[config.mk]
export PLATFORM = sky130hd
export DESIGN_NAME = frame_sync_tracker
export DESIGN_NICKNAME = d
export VERILOG_FILES = /design/src/rtl/fsync_pkg.sv /design/src/rtl/fsync_edge.sv /design/src/rtl/fsync_window.sv /design/src/rtl/fsync_hold.sv /design/src/rtl/frame_sync_tracker.sv
export SDC_FILE = /design/constraint.sdc
export NUM_CORES = 1
export LEC_CHECK = 0
export BUFFER_PORTS_ARGS = -buffer_cell sky130_fd_sc_hd__buf_2
export CAP_MARGIN = 30
export CORE_ASPECT_RATIO = 0.8
export CORE_UTILIZATION = 45
export DETAILED_ROUTE_END_ITERATION = 8
export SYNTH_ARGS = -nofsm -noshare
export SYNTH_HDL_FRONTEND = slang
export SYNTH_HIERARCHICAL = 1
export SYNTH_SLANG_ARGS = --single-unit
[constraint.sdc]
create_clock -name xti_clk -period 6.8 [get_ports xti_clk]
set_clock_uncertainty 0.15 [all_clocks]
set_input_delay 0.34 -clock xti_clk [delete_from_list [all_inputs] [get_ports xti_clk]]
set_output_delay 0.34 -clock xti_clk [all_outputs]
set_load 0.01 [all_outputs]
[src/rtl/fsync_pkg.sv]
package fsync_pkg;

  typedef enum logic {
    TRK_HUNT = 1'b0,
    TRK_LOCK = 1'b1
  } trk_state_e;

  // Frame length for a ratio code; code 3 falls back to the shortest length.
  function automatic int unsigned ratio_len(input logic [1:0] sel,
                                            input int unsigned len_a,
                                            input int unsigned len_b,
                                            input int unsigned len_c);
    case (sel)
      2'b00:   return len_a;
      2'b01:   return len_b;
      2'b10:   return len_c;
      default: return len_a;
    endcase
  endfunction

endpackage

[src/rtl/fsync_edge.sv]
module fsync_edge #(
  parameter int STAGES = 2
) (
  input  logic clk,
  input  logic rst,
  input  logic async_in,
  output logic rise
);
  logic [STAGES-1:0] chain;
  logic              last_q;

  genvar g;
  generate
    for (g = 0; g < STAGES; g++) begin : g_stage
      if (g == 0) begin : g_first
        always_ff @(posedge clk) begin
          if (rst) chain[0] <= 1'b0;
          else     chain[0] <= async_in;
        end
      end else begin : g_next
        always_ff @(posedge clk) begin
          if (rst) chain[g] <= 1'b0;
          else     chain[g] <= chain[g-1];
        end
      end
    end
  endgenerate

  always_ff @(posedge clk) begin
    if (rst) last_q <= 1'b0;
    else     last_q <= chain[STAGES-1];
  end

  assign rise = chain[STAGES-1] & ~last_q;
endmodule

[src/rtl/fsync_window.sv]
module fsync_window #(
  parameter int PH_W = 9,
  parameter int LAT  = 2
) (
  input  logic [PH_W-1:0] phase,
  input  logic [PH_W:0]   len,
  output logic            mismatch
);
  localparam int LEN_W = PH_W + 1;
  localparam logic [LEN_W:0] ALIGNED = (LEN_W+1)'(LAT - 1);

  logic [LEN_W:0]   raw;
  logic [LEN_W:0]   err;
  logic [LEN_W:0]   win;
  logic [LEN_W:0]   len_x;

  always_comb begin
    len_x = {1'b0, len};
    win   = len_x >> 4;
    raw   = {2'b00, phase} + len_x - ALIGNED;
    err   = (raw >= len_x) ? (raw - len_x) : raw;
    mismatch = !((err <= win) || (err >= (len_x - win)));
  end
endmodule

[src/rtl/fsync_hold.sv]
module fsync_hold #(
  parameter int INIT_FRAMES  = 518,
  parameter int BLANK_FRAMES = 4
) (
  input  logic clk,
  input  logic rst,
  input  logic first_lock,
  input  logic realign,
  input  logic tick,
  output logic valid
);
  localparam int HOLD_MAX = (INIT_FRAMES > BLANK_FRAMES) ? INIT_FRAMES : BLANK_FRAMES;
  localparam int HOLD_W   = $clog2(HOLD_MAX + 1);
  localparam logic [HOLD_W-1:0] INIT_V  = HOLD_W'(INIT_FRAMES);
  localparam logic [HOLD_W-1:0] BLANK_V = HOLD_W'(BLANK_FRAMES);
  localparam logic [HOLD_W-1:0] ONE_V   = HOLD_W'(1);

  logic [HOLD_W-1:0] hold_q;

  always_ff @(posedge clk) begin
    if (rst) begin
      hold_q <= '0;
      valid  <= 1'b0;
    end else if (first_lock) begin
      hold_q <= INIT_V;
      valid  <= 1'b0;
    end else if (realign) begin
      hold_q <= (hold_q > BLANK_V) ? hold_q : BLANK_V;
      valid  <= 1'b0;
    end else if (tick && hold_q != '0) begin
      hold_q <= hold_q - ONE_V;
      valid  <= (hold_q == ONE_V);
    end
  end
endmodule

[src/rtl/frame_sync_tracker.sv]
module frame_sync_tracker #(
  parameter int LEN_A         = 256,
  parameter int LEN_B         = 384,
  parameter int LEN_C         = 512,
  parameter int SYNC_STAGES   = 2,
  parameter int SETTLE_FRAMES = 2,
  parameter int VALID_FRAMES  = 516,
  parameter int BLANK_FRAMES  = 4,
  parameter int PH_W          = $clog2(LEN_C)
) (
  input  logic            xti_clk,
  input  logic            sys_rst,
  input  logic            lrclk,
  input  logic [1:0]      ratio_sel,
  output logic [PH_W-1:0] frame_phase,
  output logic            resync,
  output logic            data_valid
);
  import fsync_pkg::*;

  localparam int LEN_W = PH_W + 1;
  localparam int LAT   = SYNC_STAGES;
  localparam logic [PH_W-1:0]  LAT_PH  = PH_W'(LAT);
  localparam logic [LEN_W-1:0] ONE_LEN = LEN_W'(1);

  trk_state_e       state_q;
  logic [LEN_W-1:0] len_q;
  logic             rise;
  logic             mismatch;
  logic             locked;
  logic             first_lock;
  logic             realign;
  logic             at_wrap;
  logic             tick;

  fsync_edge #(.STAGES(SYNC_STAGES)) u_edge (
    .clk      (xti_clk),
    .rst      (sys_rst),
    .async_in (lrclk),
    .rise     (rise)
  );

  fsync_window #(.PH_W(PH_W), .LAT(LAT)) u_window (
    .phase    (frame_phase),
    .len      (len_q),
    .mismatch (mismatch)
  );

  assign locked     = (state_q == TRK_LOCK);
  assign first_lock = !locked && rise;
  assign realign    = locked && rise && mismatch;
  assign at_wrap    = ({1'b0, frame_phase} == (len_q - ONE_LEN));
  assign tick       = locked && !realign && at_wrap;

  always_ff @(posedge xti_clk) begin
    if (sys_rst) begin
      state_q     <= TRK_HUNT;
      len_q       <= LEN_W'(ratio_len(ratio_sel, LEN_A, LEN_B, LEN_C));
      frame_phase <= '0;
      resync      <= 1'b0;
    end else begin
      resync <= first_lock || realign;
      if (first_lock) begin
        state_q     <= TRK_LOCK;
        frame_phase <= LAT_PH;
      end else if (realign) begin
        frame_phase <= LAT_PH;
      end else if (locked) begin
        frame_phase <= at_wrap ? '0 : frame_phase + 1'b1;
      end
    end
  end

  fsync_hold #(
    .INIT_FRAMES  (SETTLE_FRAMES + VALID_FRAMES),
    .BLANK_FRAMES (BLANK_FRAMES)
  ) u_hold (
    .clk        (xti_clk),
    .rst        (sys_rst),
    .first_lock (first_lock),
    .realign    (realign),
    .tick       (tick),
    .valid      (data_valid)
  );
endmodule

==> flow_summary.json <==
{
  "dp_hpwl_mm": 6.095,
  "wire_per_inst_microns": 13.62,
  "cts_tree": "yes",
  "ys_async_sr_fraction": 0,
  "synth_area_leaders": "ha_1 21%, dfxtp_1 15%, inv_1 6.2%",
  "ir_drop_v": 0.0001085,
  "die_x_microns": 96.75,
  "final_common_cell": "ha_1",
  "antenna_found_initial": 0,
  "clkLatencyLatePin_ns": 0.27,
  "synth_top_area_share": 0.2129,
  "synth_simple_gate_area_frac": 0.2234,
  "antenna_cells": 0,
  "synthXorXnorAreaFrac": 0.08130,
  "post_drt_via_cell_ratio": 5.276,
  "syn_area_per_cell_sq_um": 8.039,
  "synth_fa_ha_area_frac": 0.2253,
  "power_uw": 729.6,
  "first_pass_iters": 4,
  "synth_edf_count": 3,
  "place_area_sq_mm": 0.003538,
  "fillCellCount": 679,
  "rsz0062_at_grt": "yes",
  "place_inst": 530,
  "finalSetupViolCount": 0,
  "fin_nets": 512,
  "vias": 2828,
  "die_h_microns": 77.80,
  "power_density_mw_per_mm2": 198.0,
  "drt_iter0_drc": 188,
  "fin_crit_sh": 0.9495,
  "syn_inst": 402,
  "p_leak_nw": 1.683,
  "synth_ff_type": "dfxtp_1",
  "min_path_type": "input port to register",
  "synth-compound-area-share": 0.2033,
  "period_minus_slack_ns": 6.457,
  "fmax_mhz": 154.9,
  "r2r_slack_ns": 0.34,
  "synth_top_family_by_area": "adder cells",
  "antenna_left": 0,
  "grt_pass1_wl_mm": 12.68,
  "cts-buffers-inserted": 3,
  "crit_type": "register to register",
  "mostFrequentLayoutCells": "55 x ha_1, 53 x inv_1, 30 x nor2_1, 24 x dfxtp_1",
  "die-area_sq_mm": 0.007527,
  "fp-row-count": 27,
  "netlist-cell-type-count": 62,
  "cpPeakStageDelay_ns": 0.43,
  "slew_viol_final": 0,
  "initial_core_util": 0.4667,
  "cp_data_required_time_ns": 6.86,
  "cts-root-buf": "clkbuf_8",
  "cts_hold_buf": 0,
  "clk_pin_slew_ns": 0.09,
  "ioPinCount": 16,
  "yosysSeqAreaShare": 0.1827,
  "fin_area_sq_mm": 0.003685,
  "yosysTopAreaCell": "ha_1",
  "grtUsageTotal": 0.2048,
  "grt_pass1_vias": 2652,
  "multi_input_area_sq_mm": 0.002567,
  "ys_warn_count": 6,
  "fin_cells": 536,
  "timing_worst_slew_pin_value_ns": 0.6198,
  "cpMaxStageDelayCell": "a2111oi_4",
  "worst-path-max-fanout": 7,
  "grt_overflow": 0,
  "gp_congestion": 0.8993,
  "htreeDepth": 1,
  "ys_ff_latch": 28,
  "status": "finished clean",
  "core_sq_mm": 0.006925,
  "end_kind": "register",
  "drc_errors": 0,
  "worst_slack_ns": 0.3434,
  "finalHoldViolCount": 0,
  "drive_gt1_frac": 0.1403,
  "grt_max_degree": 16,
  "synth_area_sq_mm": 0.003232,
  "cts.sinks": 28,
  "syn_to_final_growth_pct": 14.01,
  "clk_path_buf_depth": 2,
  "synthMuxAreaShare": 0.01278,
  "wirelength_mm": 7.300,
  "start_kind": "register",
  "io_buffers": 15,
  "drv_cap": 0,
  "critPathMostFrequentCell": "ha_1",
  "post-place-ws_ns": -0.05435,
  "relSlewSlack": 0.5843,
  "ff_latch_area_sq_um": 591.8,
  "arrival_ns": 6.52
}
[sequential cells by signal (all words and copies together), names as in the netlist]
register       flops
u_edge/chain       2
u_edge/last_q      1
u_hold/valid       1
len_q              3
resync             1
frame_phase        9
u_hold/hold_q     10
locked             1
[repair_timing]
| action | in CTS | in global routing |
|---|---|---|
| pin swaps | 0 | 10 |
| resized for setup | 3 | 18 |
| hold endpoints to repair | 0 | 0 |
| setup endpoints to repair | 5 | 13 |
| setup buffers | 0 | 2 |
[report_power, final]
group | leakage [nW] | switching (mW) | internal (mW)
Sequential | 0.232 | 0.00672 | 0.172
Clock | 0.0228 | 0.0495 | 0.0420
Combinational | 1.43 | 0.254 | 0.205
[per-layer routing]
layer	vias up	share of wire	track usage
met5	-	0	0
met4	0	0.0021	0.01343
met3	2	0.036	0.02973
met2	53	0.39	0.3127
met1	1275	0.57	0.3130
li1	1498	-	-
[cell usage after synthesis (all sizes together), types with 3 or more instances]
library cell  count
a21o             18
o21ai            15
edfxtp            3
ha               55
nand2b            9
nor3             15
a21oi            23
a31oi             4
buf               3
a211oi            9
and3              5
nand3             9
xnor2            20
or2               4
nor2             31
o21a              5
nor2b            11
inv              53
nand4             6
nand2            23
xor2             10
or3               5
dfxtp            25
nor4              4
o21bai            3
mux2i             3
[worst max-delay path, delay by kind of cell, from the launching register on]
kind | cells | cell delay, ns
adders and majority gates | 5 | 1.29
and+or+nand+nor | 8 | 1.45
DFF | 1 | 0.36
buffers and inverters | 6 | 0.71
xor gates and xnor gates | 1 | 0.23
AOI/OAI and AO/OA | 12 | 2.22
[worst paths after layout]
| path | start | to | cells after the start |
|---|---|---|---|
| setup / recovery | frame_phase[1] | u_hold/hold_q[3] | 32 |
| hold / removal | lrclk | u_edge/chain[0] | 2 |
| setup reg to reg | frame_phase[1] | u_hold/hold_q[3] | 32 |
| hold reg to reg | u_edge/chain[0] | u_edge/chain[1] | 1 |
[cells by family after synthesis]
kind of cell    Yosys count
buf+inv                  56
fa+ha+maj                57
xor+xnor                 30
compound gates           95
mux                       4
flops                    28
other cells               1
simple gates            131
[layout make-up]
cell class                      count  share of cell area
Multi-Input combinational cell    336              0.6968
Sequential cell                    28              0.1606
Inverter                           53             0.05399
Timing Repair Buffer               28             0.04686
Tap cell                           87             0.02954
Clock buffer                        4             0.01222
[per-stage QoR]
step | util | hold slack (ns) | TNS (ns)
2_1_floorplan | - | 0.2591 | 0
3_3_place_gp | 0.5109 | 0.2692 | -0.1349
3_5_place_dp | 0.5109 | 0.2746 | -0.1410
4_1_cts | 0.5201 | 0.1120 | 0
5_1_grt | 0.5321 | 0.1116 | -0.03166
6_report | 0.5321 | 0.1191 | 0
Note: power is estimated with default switching activity, not from simulation.
